==> src/rtl/sysrst_pkg.sv <==
package sysrst_pkg;
    localparam int N_CAUSE     = 8;
    localparam int C_POWER     = 0;
    localparam int C_PIN       = 1;
    localparam int C_INDEP_WDT = 2;
    localparam int C_WIN_WDT   = 3;
    localparam int C_SOFT      = 4;
    localparam int C_OPTLOAD   = 5;
    localparam int C_STANDBY   = 6;
    localparam int C_DEEPSLEEP = 7;

    typedef enum logic [1:0] {
        ST_ASSERT  = 2'd0,
        ST_STRETCH = 2'd1,
        ST_RUN     = 2'd2
    } stretch_state_e;
endpackage

==> src/rtl/sysrst_sync.sv <==
module sysrst_sync #(
    parameter int STAGES = 2
) (
    input  logic clk,
    input  logic arst_n,
    output logic rel_n
);
    // Assert at once, release after STAGES edges.
    logic [STAGES-1:0] shift_q;

    always_ff @(posedge clk or negedge arst_n) begin
        if (!arst_n) shift_q <= '0;
        else         shift_q <= {shift_q[STAGES-2:0], 1'b1};
    end

    assign rel_n = shift_q[STAGES-1];
endmodule

==> src/rtl/sysrst_pinfilt.sv <==
module sysrst_pinfilt #(
    parameter int FILT_CYC    = 8,
    parameter int SYNC_STAGES = 2
) (
    input  logic clk,
    input  logic rst_n,
    input  logic pin_n,
    output logic req_n
);
    localparam int CW = $clog2(FILT_CYC + 1);
    localparam logic [CW-1:0] FULL = CW'(FILT_CYC);

    logic [SYNC_STAGES-1:0] sync_q;
    logic                   pin_s;
    logic [CW-1:0]          run_q;

    always_ff @(posedge clk or negedge rst_n) begin
        if (!rst_n) sync_q <= '1;
        else        sync_q <= {sync_q[SYNC_STAGES-2:0], pin_n};
    end
    assign pin_s = sync_q[SYNC_STAGES-1];

    // Count consecutive low samples, saturate at FULL.
    always_ff @(posedge clk or negedge rst_n) begin
        if (!rst_n)            run_q <= '0;
        else if (pin_s)        run_q <= '0;
        else if (run_q != FULL) run_q <= run_q + 1'b1;
    end

    assign req_n = (run_q != FULL);

    assert_filter_needs_low_R4: assert property (@(posedge clk) disable iff (!rst_n)
        $fell(req_n) |-> $past(!pin_s));
    assert_filter_drops_on_high_R4: assert property (@(posedge clk) disable iff (!rst_n)
        pin_s |=> req_n);
endmodule

==> src/rtl/sysrst_stretch.sv <==
module sysrst_stretch
    import sysrst_pkg::*;
#(
    parameter int PULSE_CYC = 2000
) (
    input  logic clk,
    input  logic rst_n,
    input  logic req_any,
    output logic sys_rst_n
);
    localparam int CW = $clog2(PULSE_CYC + 1);
    localparam logic [CW-1:0] LAST = CW'(PULSE_CYC - 1);
    localparam logic [CW-1:0] SAT  = CW'(PULSE_CYC);

    stretch_state_e state_q, state_d;
    logic [CW-1:0]  cnt_q, cnt_d;

    always_comb begin
        state_d = state_q;
        cnt_d   = cnt_q;
        unique case (state_q)
            ST_ASSERT: begin
                cnt_d = '0;
                if (!req_any) state_d = ST_STRETCH;
            end
            ST_STRETCH: begin
                if (req_any) begin
                    state_d = ST_ASSERT;
                    cnt_d   = '0;
                end else if (cnt_q == LAST) begin
                    state_d = ST_RUN;
                    cnt_d   = '0;
                end else begin
                    cnt_d = cnt_q + 1'b1;
                end
            end
            ST_RUN: begin
                cnt_d = '0;
                if (req_any) state_d = ST_ASSERT;
            end
            default: begin
                state_d = ST_ASSERT;
                cnt_d   = '0;
            end
        endcase
    end

    always_ff @(posedge clk or negedge rst_n) begin
        if (!rst_n) begin
            state_q <= ST_ASSERT;
            cnt_q   <= '0;
        end else begin
            state_q <= state_d;
            cnt_q   <= cnt_d;
        end
    end

    always_comb begin
        sys_rst_n = (state_q == ST_RUN) && !req_any;
    end

    // Checker: length of the current low run, saturating.
    logic [CW-1:0] low_run_q;
    always_ff @(posedge clk or negedge rst_n) begin
        if (!rst_n)              low_run_q <= '0;
        else if (sys_rst_n)      low_run_q <= '0;
        else if (low_run_q != SAT) low_run_q <= low_run_q + 1'b1;
    end

    assert_min_width_R2: assert property (@(posedge clk) disable iff (!rst_n)
        $rose(sys_rst_n) |-> (low_run_q >= LAST));
    assert_no_release_on_req_R3: assert property (@(posedge clk) disable iff (!rst_n)
        req_any |=> (state_q != ST_RUN));
endmodule

==> src/rtl/sysrst_flags.sv <==
module sysrst_flags
    import sysrst_pkg::*;
#(
    parameter int N = N_CAUSE
) (
    input  logic         clk,
    input  logic         rst_n,
    input  logic [N-1:0] rq_n,
    input  logic [N-1:0] clr,
    output logic [N-1:0] flags
);
    localparam logic [N-1:0] POR_VAL = N'(1) << C_POWER;

    always_ff @(posedge clk or negedge rst_n) begin
        if (!rst_n) flags <= POR_VAL;
        else        flags <= (flags & ~clr) | ~rq_n;
    end

    for (genvar i = 0; i < N; i++) begin : g_chk
        assert_flag_sets_R6: assert property (@(posedge clk) disable iff (!rst_n)
            !rq_n[i] |=> flags[i]);
        assert_clear_works_R7: assert property (@(posedge clk) disable iff (!rst_n)
            (flags[i] && clr[i] && rq_n[i]) |=> !flags[i]);
    end
endmodule

==> src/rtl/sysrst_hub.sv <==
module sysrst_hub
    import sysrst_pkg::*;
#(
    parameter int PULSE_CYC   = 2000,
    parameter int FILT_CYC    = 8,
    parameter int SYNC_STAGES = 2
) (
    input  logic               clk_ao,
    input  logic               por_n,
    input  logic               pin_n,
    input  logic               iwdt_n,
    input  logic               wwdt_n,
    input  logic               soft_n,
    input  logic               optload_n,
    input  logic               stby_enter,
    input  logic               dslp_enter,
    input  logic               opt_stby_rst_n,
    input  logic               opt_dslp_rst_n,
    input  logic               bkp_rst_ctl,
    input  logic               vdd_ok,
    input  logic               vbat_ok,
    input  logic [N_CAUSE-1:0] flag_clr,
    output logic               sys_rst_n,
    output logic               bkp_rst_n,
    output logic [N_CAUSE-1:0] cause
);
    logic               pin_req_n;
    logic [N_CAUSE-1:0] raw_n;
    logic [N_CAUSE-1:0] rq_n;
    logic               req_any;
    logic               bkp_kill_n;

    sysrst_pinfilt #(.FILT_CYC(FILT_CYC), .SYNC_STAGES(SYNC_STAGES)) u_pin (
        .clk(clk_ao), .rst_n(por_n), .pin_n(pin_n), .req_n(pin_req_n)
    );

    always_comb begin
        raw_n[C_POWER]     = por_n;
        raw_n[C_PIN]       = pin_req_n;
        raw_n[C_INDEP_WDT] = iwdt_n;
        raw_n[C_WIN_WDT]   = wwdt_n;
        raw_n[C_SOFT]      = soft_n;
        raw_n[C_OPTLOAD]   = optload_n;
        raw_n[C_STANDBY]   = ~(stby_enter & ~opt_stby_rst_n);
        raw_n[C_DEEPSLEEP] = ~(dslp_enter & ~opt_dslp_rst_n);
    end

    // The filtered pin is already synchronous; the rest are synchronized on release.
    for (genvar i = 0; i < N_CAUSE; i++) begin : g_src
        if (i == C_PIN) begin : g_direct
            assign rq_n[i] = raw_n[i];
        end else begin : g_sync
            sysrst_sync #(.STAGES(SYNC_STAGES)) u_sync (
                .clk(clk_ao), .arst_n(raw_n[i]), .rel_n(rq_n[i])
            );
        end
    end

    assign req_any = ~&rq_n;

    sysrst_stretch #(.PULSE_CYC(PULSE_CYC)) u_stretch (
        .clk(clk_ao), .rst_n(por_n), .req_any(req_any), .sys_rst_n(sys_rst_n)
    );

    sysrst_flags #(.N(N_CAUSE)) u_flags (
        .clk(clk_ao), .rst_n(por_n), .rq_n(rq_n), .clr(flag_clr), .flags(cause)
    );

    // Backup domain: own triggers, own synchronizer, no stretch.
    assign bkp_kill_n = ~bkp_rst_ctl & (vdd_ok | vbat_ok);

    sysrst_sync #(.STAGES(SYNC_STAGES)) u_bkp (
        .clk(clk_ao), .arst_n(bkp_kill_n), .rel_n(bkp_rst_n)
    );

    assert_por_holds_R1: assert property (@(posedge clk_ao)
        !por_n |-> !sys_rst_n);
    assert_bkp_ctl_holds_R8: assert property (@(posedge clk_ao)
        bkp_rst_ctl |-> !bkp_rst_n);
    assert_bkp_power_off_R9: assert property (@(posedge clk_ao)
        (!vdd_ok && !vbat_ok) |-> !bkp_rst_n);
endmodule

==> config.mk <==
export PLATFORM = sky130hd
export DESIGN_NAME = sysrst_hub
export DESIGN_NICKNAME = d
export VERILOG_FILES = /design/src/rtl/sysrst_pkg.sv /design/src/rtl/sysrst_sync.sv /design/src/rtl/sysrst_pinfilt.sv /design/src/rtl/sysrst_stretch.sv /design/src/rtl/sysrst_flags.sv /design/src/rtl/sysrst_hub.sv
export SDC_FILE = /design/constraint.sdc
export NUM_CORES = 1
export LEC_CHECK = 0
export ABC_AREA = 1
export BUFFER_PORTS_ARGS = -buffer_cell sky130_fd_sc_hd__clkbuf_2
export CAP_MARGIN = 20
export CORE_MARGIN = 4
export CORE_UTILIZATION = 58
export DETAILED_ROUTE_END_ITERATION = 10
export PLACE_DENSITY = 0.83
export SLEW_MARGIN = 15
export SYNTH_ARGS = -nofsm -noshare
export SYNTH_HDL_FRONTEND = slang
export SYNTH_HIERARCHICAL = 1
export SYNTH_SLANG_ARGS = --single-unit
==> constraint.sdc <==
create_clock -name clk_ao -period 3 [get_ports clk_ao]
set_clock_uncertainty 0.15 [all_clocks]
set_input_delay 0.15 -clock clk_ao [delete_from_list [all_inputs] [get_ports clk_ao]]
set_output_delay 0.15 -clock clk_ao [all_outputs]
set_load 0.02 [all_outputs]
==> flow_metrics.tcl <==
set metrics [dict create \
    status "complete, no violations" \
    rsz0062_at_grt "false" \
    placed_area_mm2 0.00196 \
    crit_chain "inv_1, ha_1, nand3_2, nand2_1, nor2_1, nand2_1, nor3_1, clkbuf_2" \
    worst_ep_arrival_time_ns 1.92 \
    power_frac_seq_pct 60.1 \
    finalWirelength_um 3570 \
    ios 32 \
    avgSynthCellArea_um2 9.63 \
    first_pass_iters 4 \
    gr-usage-all-layers_pct 20.6 \
    clock_sink_count 43 \
    ys_warn_count 6 \
    end_kind "output pin" \
    ys.flop_type "dfrtp_1" \
    path_delay_family "simple AND/OR/NAND/NOR gates" \
    postCtsResizedCells 0 \
    period_needed_ns 2.22 \
    gr-usage-met3_pct 6.57 \
    die-width_um 63.1 \
    vias 1324 \
    total_power_uw 1030 \
    relSlewSlack_pct 54.9 \
    grt_pass1_vias 1405 \
    hold_violations 0 \
    cap_violations 0 \
    crit_fanout 5 \
    syn_inst 183 \
    async_flop_share_pct 100 \
    cts_buffer_depth 2 \
    grtUsageMet1_pct 22.5 \
    area_growth_pct 28.8 \
    crit_top_cell "nand2_1" \
    ant_nets 0 \
    synth_edf_count 0 \
    clkLatencyLatePin_ns 0.34 \
    gp_congestion 0.768 \
    setup_viol 0 \
    hold_ws_ns 0.0313 \
    critPathMaxStageDelay_ns 0.43 \
    hp-class "in2async" \
    syn_nets 208 \
    swShare_pct 23.6 \
    dpl.cell_count 245 \
    die_area_mm2 0.00398 \
    start_util_pct 62.3 \
    p_comb_share_pct 8.9 \
    cts_max_level 2 \
    cts_setup_buffers 0 \
    viasPerCell 4.78 \
    drive_gt1_share_pct 25.6 \
    cp_slowest_cell "dfrtp_1" \
    synth.area.top_cells "dfrtp_1 57%, nand2_1 8.9%, inv_1 6.0%" \
    cp.required_ns 2.70 \
    busiest_layer "met2" \
    power.leakage_uw 0.00115 \
    cts.clk_slew.worst_paths_ns 0.12 \
    grt_overflow_total 0 \
    die_height_um 63.1 \
    finalSetupTns_ns 0 \
    timing.fmax_mhz 451 \
    synth_commonest_cells "42 x nand2_1, 40 x dfrtp_1, 28 x inv_1" \
    antenna_found_initial 0 \
    hpwlAfterDp_um 2290 \
    grt_start_max_net_pins 30 \
    cp-start-kind "register" \
    yosysSeqAreaShare_pct 61.3 \
    tritoncts "built" \
    grt_pass1_wl_um 6200 \
    p_int_uw 785 \
    met2_usage_pct 37.4 \
    synth.most_common_cell "nand2_1" \
    yosysTopAreaCell "dfrtp_1" \
    route.detailed.drc 0 \
    synth.distinct_cells 22 \
    root_buffer "clkbuf_4" \
    reg2reg_from "u_pin/run_q[0]$_DFFE_PN0P_" \
    synth_area_mm2 0.00176 \
    vdd_drop_max_uv 529 \
    drv_slew 0 \
    nets 270 \
    period_share_pct 73.9 \
    crit_buf_inv 2 \
    portBuffers 31 \
    rows 19 \
    synth.top_cell.area_share_pct 56.8 \
    p_per_area_mw_per_mm2 453 \
    ys_ff_latch 43 \
    cts_buffers 5 \
    critPathKind "reg2out" \
    core-area_mm2 0.00283 \
    drt_iter0_markers 63 \
    clock_power_share_pct 31.0 \
    n_antenna_cell 0 \
    wire_per_inst_um 12.9 \
    cp-startpoint "u_pin/run_q[0]$_DFFE_PN0P_" \
    final_cells 277 \
    tightest_slew_ns 0.676 \
    p_sw_uw 242 \
    fin_area_mm2 0.00227 \
]
[power by group through the flow]
stage               sequential [µW]  combinational, µW  clock [µW]
detailed placement              627               65.3           0
floorplan                       634               21.2           0
global route                    620                102         360
global placement                626               61.9           0
finish                          617               91.7         318
CTS                             617               89.3         324
[path summary, 6_finish.rpt]
check | cells past startpoint | end | slack, ns
max | 8 | sys_rst_n | 0.78
min | 4 | g_src[7].g_sync.u_sync/shift_q[0]$_DFF_PN0_ | 0.03
max reg2reg | 11 | u_stretch/cnt_q[2]$_DFF_PN0_ | 1.10
min reg2reg | 0 | g_src[3].g_sync.u_sync/shift_q[1]$_DFF_PN0_ | 0.22
max in group asynchronous | 4 | u_bkp/shift_q[1]$_DFF_PN0_ | 1.93
min in group clk_ao | 0 | g_src[3].g_sync.u_sync/shift_q[1]$_DFF_PN0_ | 0.22
[cell families (layout without fill, tap and decap cells)]
family / Yosys count / in the layout / synth area share (%)
AOI/OAI and AO/OA: 5 / 5 / 1.99
xor gates and xnor gates: 3 / 3 / 1.49
adders and majority gates: 3 / 3 / 2.13
buffers and inverters: 29 / 92 / 6.32
DFF: 43 / 43 / 61.3
other: 8 / 8 / 1.70
and+or+nand+nor: 92 / 92 / 25.1
[sequential cells by signal, indices dropped and copies added, names as in the netlist]
register	flops
g_src.g_sync.u_sync/shift_q	14
u_stretch/cnt_q	11
u_flags/flags	8
u_pin/run_q	4
u_bkp/shift_q	2
u_pin/sync_q	2
u_stretch/state_q	2
[layout make-up]
class	count	area [µm²]
clock buffer	7	65.1
multi-input combinational	111	571
inverter	29	111
tap	31	38.8
timing repair buffer	55	395
fill	171	561
sequential	43	1080
clock inverter	1	7.51
[per-stage QoR]
stage / worst slack [ns] / utilization, %
finish: 0.782 / 80.2
global route: 0.629 / 80.2
CTS: 0.775 / 80.2
detailed placement: 1.14 / 69.1
global placement: 1.24 / 69.1
floorplan: 1.07 / -
[per-layer routing]
metal / part of all wire [%] / routed length (µm)
met1: 39 / 1380
met4: 1.3 / 45
met3: 3.9 / 139
met5: 0 / 0
met2: 56 / 2000
[layout by cell type, fill, tap and decap left out, types with 2 or more instances in the layout]
cell	instances
nor2_4	4
nand3_2	2
nor3_1	3
nand4_1	2
ha_1	3
dfrtp_1	40
inv_1	28
nor2_2	8
clkbuf_4	5
dlygate4sd3_1	24
nand2_1	42
clkbuf_2	31
xnor2_1	2
conb_1	8
nor2_1	16
dfstp_2	3
nand2_2	5
nand3_1	10
clkbuf_8	2
[tightest hold or removal path, cell delays in order]
cell           delay [ns]
clkbuf_2             0.07
inv_1                0.03
nand2_1              0.04
dlygate4sd3_1        0.59
[repair_timing]
action	in CTS	in global routing
hold endpoints to repair	49	0
hold buffers	24	0
setup endpoints to repair	0	0
No activity file was read; power rests on OpenSTA's default activity.
